`src/rtl/adc_clk_prescaler_pkg.sv`:
```
package adc_clk_prescaler_pkg;
  localparam int unsigned HI_W_DEF       = 5;
  localparam int unsigned LO_W_DEF       = 3;
  localparam int unsigned DIV_STAGES_DEF = 17;
  localparam int unsigned TAP_FIRST_DEF  = 7;
  localparam int unsigned TAP_W_DEF      = 4;

  typedef enum logic {
    PH_LOW  = 1'b0,
    PH_HIGH = 1'b1
  } phase_e;
endpackage

```
`src/rtl/clkpre_cfg_hold.sv`:
```
module clkpre_cfg_hold #(
  parameter int unsigned HI_W = adc_clk_prescaler_pkg::HI_W_DEF,
  parameter int unsigned LO_W = adc_clk_prescaler_pkg::LO_W_DEF
) (
  input  logic            clk,
  input  logic            rst_n,
  input  logic            cfg_we,
  input  logic [HI_W-1:0] cfg_hi_time,
  input  logic [LO_W-1:0] cfg_lo_time,
  input  logic            cfg_half_ext,
  input  logic            queues_idle,
  output logic [HI_W-1:0] shd_hi,
  output logic [LO_W-1:0] shd_lo,
  output logic            shd_half,
  output logic            unsafe_wr
);
  logic [HI_W-1:0] hi_q, hi_n;
  logic [LO_W-1:0] lo_q, lo_n;
  logic            half_q, half_n;
  logic            warn_q, warn_n;

  always_comb begin
    hi_n   = hi_q;
    lo_n   = lo_q;
    half_n = half_q;
    warn_n = warn_q;
    if (cfg_we) begin
      hi_n   = cfg_hi_time;
      lo_n   = cfg_lo_time;
      half_n = cfg_half_ext;
      if (!queues_idle) warn_n = 1'b1;
    end
  end

  always_ff @(posedge clk or negedge rst_n) begin
    if (!rst_n) begin
      hi_q   <= HI_W'(1);
      lo_q   <= '0;
      half_q <= 1'b0;
      warn_q <= 1'b0;
    end else begin
      hi_q   <= hi_n;
      lo_q   <= lo_n;
      half_q <= half_n;
      warn_q <= warn_n;
    end
  end

  assign shd_hi    = hi_q;
  assign shd_lo    = lo_q;
  assign shd_half  = half_q;
  assign unsafe_wr = warn_q;

  p_warn_sticky_r9: assert property (@(posedge clk) disable iff (!rst_n)
    warn_q |=> warn_q);
  p_warn_cause_r9: assert property (@(posedge clk) disable iff (!rst_n)
    $rose(warn_q) |-> $past(cfg_we && !queues_idle));
endmodule

```
`src/rtl/clkpre_phase_gen.sv`:
```
module clkpre_phase_gen
  import adc_clk_prescaler_pkg::*;
#(
  parameter int unsigned HI_W = HI_W_DEF,
  parameter int unsigned LO_W = LO_W_DEF
) (
  input  logic            clk,
  input  logic            rst_n,
  input  logic [HI_W-1:0] shd_hi,
  input  logic [LO_W-1:0] shd_lo,
  input  logic            shd_half,
  output logic            conv_clk,
  output logic            conv_rise
);
  localparam int unsigned CNT_W = (HI_W > LO_W) ? HI_W : LO_W;

  phase_e          phase_q, phase_n;
  logic [CNT_W-1:0] cnt_q, cnt_n;
  logic [HI_W-1:0] act_hi_q, act_hi_n;
  logic [LO_W-1:0] act_lo_q, act_lo_n;
  logic            act_half_q, act_half_n;
  logic            rise_q, rise_n;
  logic            ext_q;
  logic            last_cnt;

  assign last_cnt = (cnt_q == '0);

  always_comb begin
    phase_n    = phase_q;
    cnt_n      = cnt_q;
    act_hi_n   = act_hi_q;
    act_lo_n   = act_lo_q;
    act_half_n = act_half_q;
    rise_n     = 1'b0;
    if (last_cnt) begin
      if (phase_q == PH_LOW) begin
        phase_n    = PH_HIGH;
        cnt_n      = CNT_W'(shd_hi);
        act_hi_n   = shd_hi;
        act_lo_n   = shd_lo;
        act_half_n = shd_half;
        rise_n     = 1'b1;
      end else begin
        phase_n = PH_LOW;
        cnt_n   = CNT_W'(act_lo_q);
      end
    end else begin
      cnt_n = cnt_q - CNT_W'(1);
    end
  end

  always_ff @(posedge clk or negedge rst_n) begin
    if (!rst_n) begin
      phase_q    <= PH_LOW;
      cnt_q      <= '0;
      act_hi_q   <= HI_W'(1);
      act_lo_q   <= '0;
      act_half_q <= 1'b0;
      rise_q     <= 1'b0;
    end else begin
      phase_q    <= phase_n;
      cnt_q      <= cnt_n;
      act_hi_q   <= act_hi_n;
      act_lo_q   <= act_lo_n;
      act_half_q <= act_half_n;
      rise_q     <= rise_n;
    end
  end

  // Falling-edge flag: armed in the last high cycle, it covers the first
  // half of the following cycle.
  always_ff @(negedge clk or negedge rst_n) begin
    if (!rst_n) ext_q <= 1'b0;
    else        ext_q <= act_half_q & (phase_q == PH_HIGH) & last_cnt;
  end

  assign conv_clk  = (phase_q == PH_HIGH) | ext_q;
  assign conv_rise = rise_q;

  p_rise_isolated_r5: assert property (@(posedge clk) disable iff (!rst_n)
    rise_q |=> !rise_q);
  p_rise_in_high_r5: assert property (@(posedge clk) disable iff (!rst_n)
    rise_q |-> (phase_q == PH_HIGH));
  p_act_hold_r4: assert property (@(posedge clk) disable iff (!rst_n)
    !$stable({act_hi_q, act_lo_q, act_half_q}) |-> rise_q);
  p_cnt_in_high_r2: assert property (@(posedge clk) disable iff (!rst_n)
    (phase_q == PH_HIGH) |-> (cnt_q <= CNT_W'(act_hi_q)));
  p_cnt_in_low_r2: assert property (@(posedge clk) disable iff (!rst_n)
    (phase_q == PH_LOW) |-> (cnt_q <= CNT_W'(act_lo_q)));
  p_ext_needs_half_r3: assert property (@(posedge clk) disable iff (!rst_n)
    ext_q |-> act_half_q);
endmodule

```
`src/rtl/clkpre_tap_div.sv`:
```
module clkpre_tap_div #(
  parameter int unsigned DIV_STAGES = adc_clk_prescaler_pkg::DIV_STAGES_DEF,
  parameter int unsigned TAP_FIRST  = adc_clk_prescaler_pkg::TAP_FIRST_DEF,
  parameter int unsigned TAP_W      = adc_clk_prescaler_pkg::TAP_W_DEF
) (
  input  logic             clk,
  input  logic             rst_n,
  input  logic             step_en,
  input  logic [TAP_W-1:0] tap_sel,
  output logic             trig_pulse
);
  localparam int unsigned NTAP = DIV_STAGES - TAP_FIRST + 1;

  logic [DIV_STAGES-1:0] div_q, div_n;
  logic                  tap_now;
  logic                  tap_prev_q;
  logic                  trig_q, trig_n;

  always_comb begin
    tap_now = 1'b0;
    for (int k = 0; k < int'(NTAP); k++) begin
      if (tap_sel == TAP_W'(k + 1)) tap_now = div_q[TAP_FIRST - 1 + k];
    end
  end

  always_comb begin
    div_n  = step_en ? (div_q + DIV_STAGES'(1)) : div_q;
    trig_n = tap_now & ~tap_prev_q;
  end

  always_ff @(posedge clk or negedge rst_n) begin
    if (!rst_n) begin
      div_q      <= '0;
      tap_prev_q <= 1'b0;
      trig_q     <= 1'b0;
    end else begin
      div_q      <= div_n;
      tap_prev_q <= tap_now;
      trig_q     <= trig_n;
    end
  end

  assign trig_pulse = trig_q;

  p_trig_single_r7: assert property (@(posedge clk) disable iff (!rst_n)
    trig_q |=> !trig_q);
  p_trig_off_r8: assert property (@(posedge clk) disable iff (!rst_n)
    ($past(tap_sel) == '0) |-> !trig_q);
  p_div_hold_r7: assert property (@(posedge clk) disable iff (!rst_n)
    !step_en |=> $stable(div_q));
endmodule

```
`src/rtl/adc_clk_prescaler.sv`:
```
module adc_clk_prescaler #(
  parameter int unsigned HI_W       = adc_clk_prescaler_pkg::HI_W_DEF,
  parameter int unsigned LO_W       = adc_clk_prescaler_pkg::LO_W_DEF,
  parameter int unsigned DIV_STAGES = adc_clk_prescaler_pkg::DIV_STAGES_DEF,
  parameter int unsigned TAP_FIRST  = adc_clk_prescaler_pkg::TAP_FIRST_DEF,
  parameter int unsigned TAP_W      = adc_clk_prescaler_pkg::TAP_W_DEF
) (
  input  logic             clk,
  input  logic             rst_n,
  input  logic             cfg_we,
  input  logic [HI_W-1:0]  cfg_hi_time,
  input  logic [LO_W-1:0]  cfg_lo_time,
  input  logic             cfg_half_ext,
  input  logic [TAP_W-1:0] tap_sel,
  input  logic             queues_idle,
  output logic             conv_clk,
  output logic             conv_rise,
  output logic             trig_pulse,
  output logic             unsafe_wr
);
  logic [HI_W-1:0] shd_hi;
  logic [LO_W-1:0] shd_lo;
  logic            shd_half;

  clkpre_cfg_hold #(.HI_W(HI_W), .LO_W(LO_W)) u_cfg (
    .clk(clk), .rst_n(rst_n), .cfg_we(cfg_we),
    .cfg_hi_time(cfg_hi_time), .cfg_lo_time(cfg_lo_time),
    .cfg_half_ext(cfg_half_ext), .queues_idle(queues_idle),
    .shd_hi(shd_hi), .shd_lo(shd_lo), .shd_half(shd_half),
    .unsafe_wr(unsafe_wr)
  );

  clkpre_phase_gen #(.HI_W(HI_W), .LO_W(LO_W)) u_phase (
    .clk(clk), .rst_n(rst_n),
    .shd_hi(shd_hi), .shd_lo(shd_lo), .shd_half(shd_half),
    .conv_clk(conv_clk), .conv_rise(conv_rise)
  );

  clkpre_tap_div #(.DIV_STAGES(DIV_STAGES), .TAP_FIRST(TAP_FIRST), .TAP_W(TAP_W)) u_div (
    .clk(clk), .rst_n(rst_n), .step_en(conv_rise),
    .tap_sel(tap_sel), .trig_pulse(trig_pulse)
  );

  p_reset_quiet_r1: assert property (@(posedge clk)
    !rst_n |-> (!conv_rise && !trig_pulse && !unsafe_wr));
endmodule

```
`config.mk`:
```
export PLATFORM = sky130hd
export DESIGN_NAME = adc_clk_prescaler
export DESIGN_NICKNAME = d
export VERILOG_FILES = /design/src/rtl/adc_clk_prescaler_pkg.sv /design/src/rtl/clkpre_cfg_hold.sv /design/src/rtl/clkpre_phase_gen.sv /design/src/rtl/clkpre_tap_div.sv /design/src/rtl/adc_clk_prescaler.sv
export SDC_FILE = /design/constraint.sdc
export NUM_CORES = 1
export LEC_CHECK = 0
export BUFFER_PORTS_ARGS = -buffer_cell sky130_fd_sc_hd__buf_2
export CAP_MARGIN = 20
export CORE_MARGIN = 2
export CORE_UTILIZATION = 45
export DETAILED_ROUTE_END_ITERATION = 8
export SLEW_MARGIN = 30
export SYNTH_ARGS = -nofsm -noshare
export SYNTH_HDL_FRONTEND = slang
export SYNTH_HIERARCHICAL = 1
export SYNTH_SLANG_ARGS = --single-unit
```
`constraint.sdc`:
```
create_clock -name clk -period 2.14 [get_ports clk]
set_input_delay 0.642 -clock clk [delete_from_list [all_inputs] [get_ports clk]]
set_output_delay 0.642 -clock clk [all_outputs]
set_load 0.01 [all_outputs]
```
# Yosys cells after proc, flatten, opt, wreduce, memory -nomap -nowiden
# Index checks and enable logic that the tools add are counted.
# classes
addsub	2
mul	0
div	0
n_lt_le_gt_ge	0
n_eq_ne	11
shift	0
mux	15
n_bitwise	7
reduce_logical	3
# ops
operator	n
adder 17 x 1 -> 17 bit, second input constant	1
equality test 4 x 3 -> 1 bit, second input constant	4
equality test 4 bit, second input constant	4
2-to-1 mux 1 bit	13
2-to-1 mux 5 bit	2
equality test 4 x 2 -> 1 bit, second input constant	2
logical NOT 5 bit	1
subtractor 5 x 1 -> 5 bit, second input constant	1
equality test 4 x 1 -> 1 bit, second input constant	1
AND reduction 2 bit	2
AND 1 bit	3
NOT 1 bit	3
bitwise OR 1 bit	1
# word_totals
regBits	41
latch_bits	0
ramBits	0
romBits	0
in_bits	17
out_inout_bits	4
elab_cells	51
n_memories	0

# Longest topological paths before layout
# depth
word_depth	13
mapped_depth	5
ltp_nobuf	5

# Cells and area by module
# Netlist, hierarchy kept.
# modules_own_cells
mod	n_inst	cells_per_inst	area_per_inst_um2	seq_area_each_um2
clkpre_tap_div	1	75	895.9	475.5
clkpre_phase_gen	1	43	543.0	300.3
clkpre_cfg_hold	1	22	410.4	251.5

==> metrics <==
WL final=3.08 mm; worst skew pair latency=0.29 ns; Ant. Diodes=0; RSZ-0062 raised after global routing=true; Routed Antenna Nets=0; placed cell count=213; syn nets=159; Starting Density=0.466; final core utilization=0.546; post-synthesis cell area=1850 um2; cells after synthesis=140; row count=23; CP Class=flop to output port; flops & latches, synth=41; Reg-to-Reg End=u_phase/ext_q; WP data required=1.50 ns; first-pass GRT wire length=5.22 mm; Critical Path AT=2.01 ns; total power=2.16 mW; Startpoint Class=flop; largest net degree at the start of global routing=41; die width=68.1 um; Setup Viol. Count Final=1; hold_sp=u_div/tap_prev_q; DIE AREA=4640 um2; CTS tree=built; clock transition at the registers of the reported paths=0.07 ns; area fraction of the dominant cell type after synthesis=0.528; gr usage total=0.159; synthesized area per cell=13.2 um2; top cells by area, synth=dfrtp_1 53%, mux2_4 7.3%, xnor2_1 4.7%; final setup margin=-0.516 ns; CP Max Fanout=1; # clock sinks=41; Yosys cell types=37; Final Skew=0.00756 ns; violated checks=negative setup slack; worst r2r src=u_phase/cnt_q[0]; Max-Slew Margin vs Limit=0.679; Critical Path End=conv_clk; # port buffers=20; number of DRC markers in iteration 0=54; clock buffer count from CTS=5; Crit. Startpoint=u_phase/ext_q; flop2flop setup slack=0.04 ns; hold_buf cts=0; Non-Filler Instances=222; antenna violations before repair=0; via count=1124; Area growth syn-to-layout=17.3%; hpwl dp=2.18 mm; drt pass-1 iters=4; detailed-route wire length per cell=13.9 um; I/O pins=21; Clk Tree Root Cell=clkbuf_8; core area=3970 um2; peak supply drop=494 uV; Slew @ Worst Pin=0.481 ns; Final Hold Vio Count=0; vias in the first global route=1125; GR Overflow Total=0; Power Density=995 nW/um2; Die H=68.1 um; CTS H-tree lvls=2; Ys Warns=6; Slew Viols, Final=0; Filler cells=357; Final Wtd Congestion=0.821; Clock Path Buffers=2; DRC=0; Critical Path Sink Type=output port; layout cells sized above 1=0.360; Yosys top cell by area=dfrtp_1; status=complete, but fails checks; nets=191; register area share after synthesis=0.555; max-cap violations=0; Hold Crit Class=flop to flop; post-DR vias/cell=5.06; leakage=1.05 nW; worst reg-to-reg path cell count=4
==> placed cells by master, fill, tap and decap left out, types with 3 or more instances in the layout <==
cell type and instances:
nand4_1 6, buf_4 7, buf_2 19, mux2_2 6, nand2_1 8, xnor2_1 10
inv_1 3, dfrtp_1 39, mux2_4 9, and3_1 5, clkbuf_8 6, nor2_1 5
o21ai_0 3, mux2i_1 4, nand3_1 3, xor2_1 9
==> registers in the layout, summed over array words and instances (netlist names) <==
| signal | cells |
|---|---|
| u_phase/ext_q | 1 |
| u_cfg/shd_half | 1 |
| u_div/trig_pulse | 1 |
| u_phase/cnt_q | 5 |
| u_cfg/shd_hi | 5 |
| u_cfg/unsafe_wr | 1 |
| u_div/tap_prev_q | 1 |
| u_phase/act_lo_q | 3 |
| u_phase/act_half_q | 1 |
| u_phase/conv_rise | 1 |
| u_phase/phase_q | 1 |
| u_cfg/shd_lo | 3 |
| u_div/div_q | 17 |
==> routing by layer <==
metal	global-route usage	vias up	share of wire
met5	0	-	0
li1	-	554	-
met3	0.0543	6	0.040
met1	0.213	545	0.49
met2	0.226	19	0.45
met4	0.0825	0	0.016
==> how the worst min path moves through the flow <==
| stage | endpoint | slack, ns | cells after the start |
|---|---|---|---|
| floorplan | u_cfg/shd_half | 0.35 | 0 |
| global placement | u_div/trig_pulse | 0.40 | 1 |
| detailed placement | u_div/trig_pulse | 0.40 | 1 |
| CTS | u_div/trig_pulse | 0.41 | 1 |
| global route | u_div/trig_pulse | 0.44 | 1 |
| finish | u_div/trig_pulse | 0.41 | 1 |
==> area by class of cell <==
| class | instances | area (um2) | share of cell area |
|---|---|---|---|
| Sequential cell | 41 | 1030 | 0.473 |
| Multi-Input combinational cell | 93 | 820 | 0.378 |
| Timing Repair Buffer | 27 | 159 | 0.0732 |
| Clock buffer | 7 | 86.3 | 0.0398 |
| Tap cell | 50 | 62.6 | 0.0288 |
| Inverter | 4 | 15.0 | 0.00692 |
==> critical path: stages (launching register included) <==
cell	delay, ns
dfrtn_1	0.32
or2_4	0.22
buf_6	0.12
==> Yosys cell counts, drive strengths merged <==
library cell / number
nand2: 8
a21o: 1
mux2: 15
buf: 1
a21oi: 3
a211oi: 1
or2: 2
o21ai: 3
nor2b: 2
mux4: 1
nand3: 3
nor3: 4
a211o: 1
and2b: 1
dfrtn: 1
ha: 2
inv: 4
dfstp: 1
xnor2: 10
o311a: 1
o21a: 2
nand4: 6
xor2: 9
mux2i: 4
and3: 6
nor2: 5
clkbuf: 1
nor4b: 1
or3b: 2
dfrtp: 39
==> per-stage QoR <==
| stage | setup slack, ns | TNS (ns) | hold slack [ns] | area (um2) |
|---|---|---|---|---|
| 2_1_floorplan | -0.106 | -0.205 | 0.346 | 1860 |
| 3_3_place_gp | -0.221 | -0.221 | 0.396 | 2050 |
| 6_report | -0.516 | -0.516 | 0.408 | 2170 |
| 4_1_cts | -0.527 | -0.527 | 0.411 | 2140 |
| 5_1_grt | -0.555 | -0.557 | 0.440 | 2170 |
| 3_5_place_dp | -0.219 | -0.243 | 0.402 | 2050 |
==> logic make-up (layout without fill, tap and decap cells) <==
family | Yosys count | in the layout | synth area share
AOI/OAI and AO/OA | 12 | 12 | 0.0453
xor gates and xnor gates | 19 | 19 | 0.0900
adders and majority gates | 2 | 2 | 0.0135
buffers and inverters | 6 | 38 | 0.0162
DFF | 41 | 41 | 0.555
muxes | 20 | 20 | 0.145
and+or+nand+nor | 40 | 40 | 0.134
==> where the power goes <==
part | internal, mW | switching (mW)
registers | 0.927 | 0.140
clock network | 0.256 | 0.242
logic | 0.347 | 0.246
total | 1.53 | 0.628
==> repair_timing <==
item / in CTS / in global routing
setup endpoints to repair: 2 / 2
pin swaps: 0 / 0
gates resized for setup: 4 / 1
cloned: 0 / 0
setup buffers: 0 / 2
No activity file was read; power rests on OpenSTA's default activity.
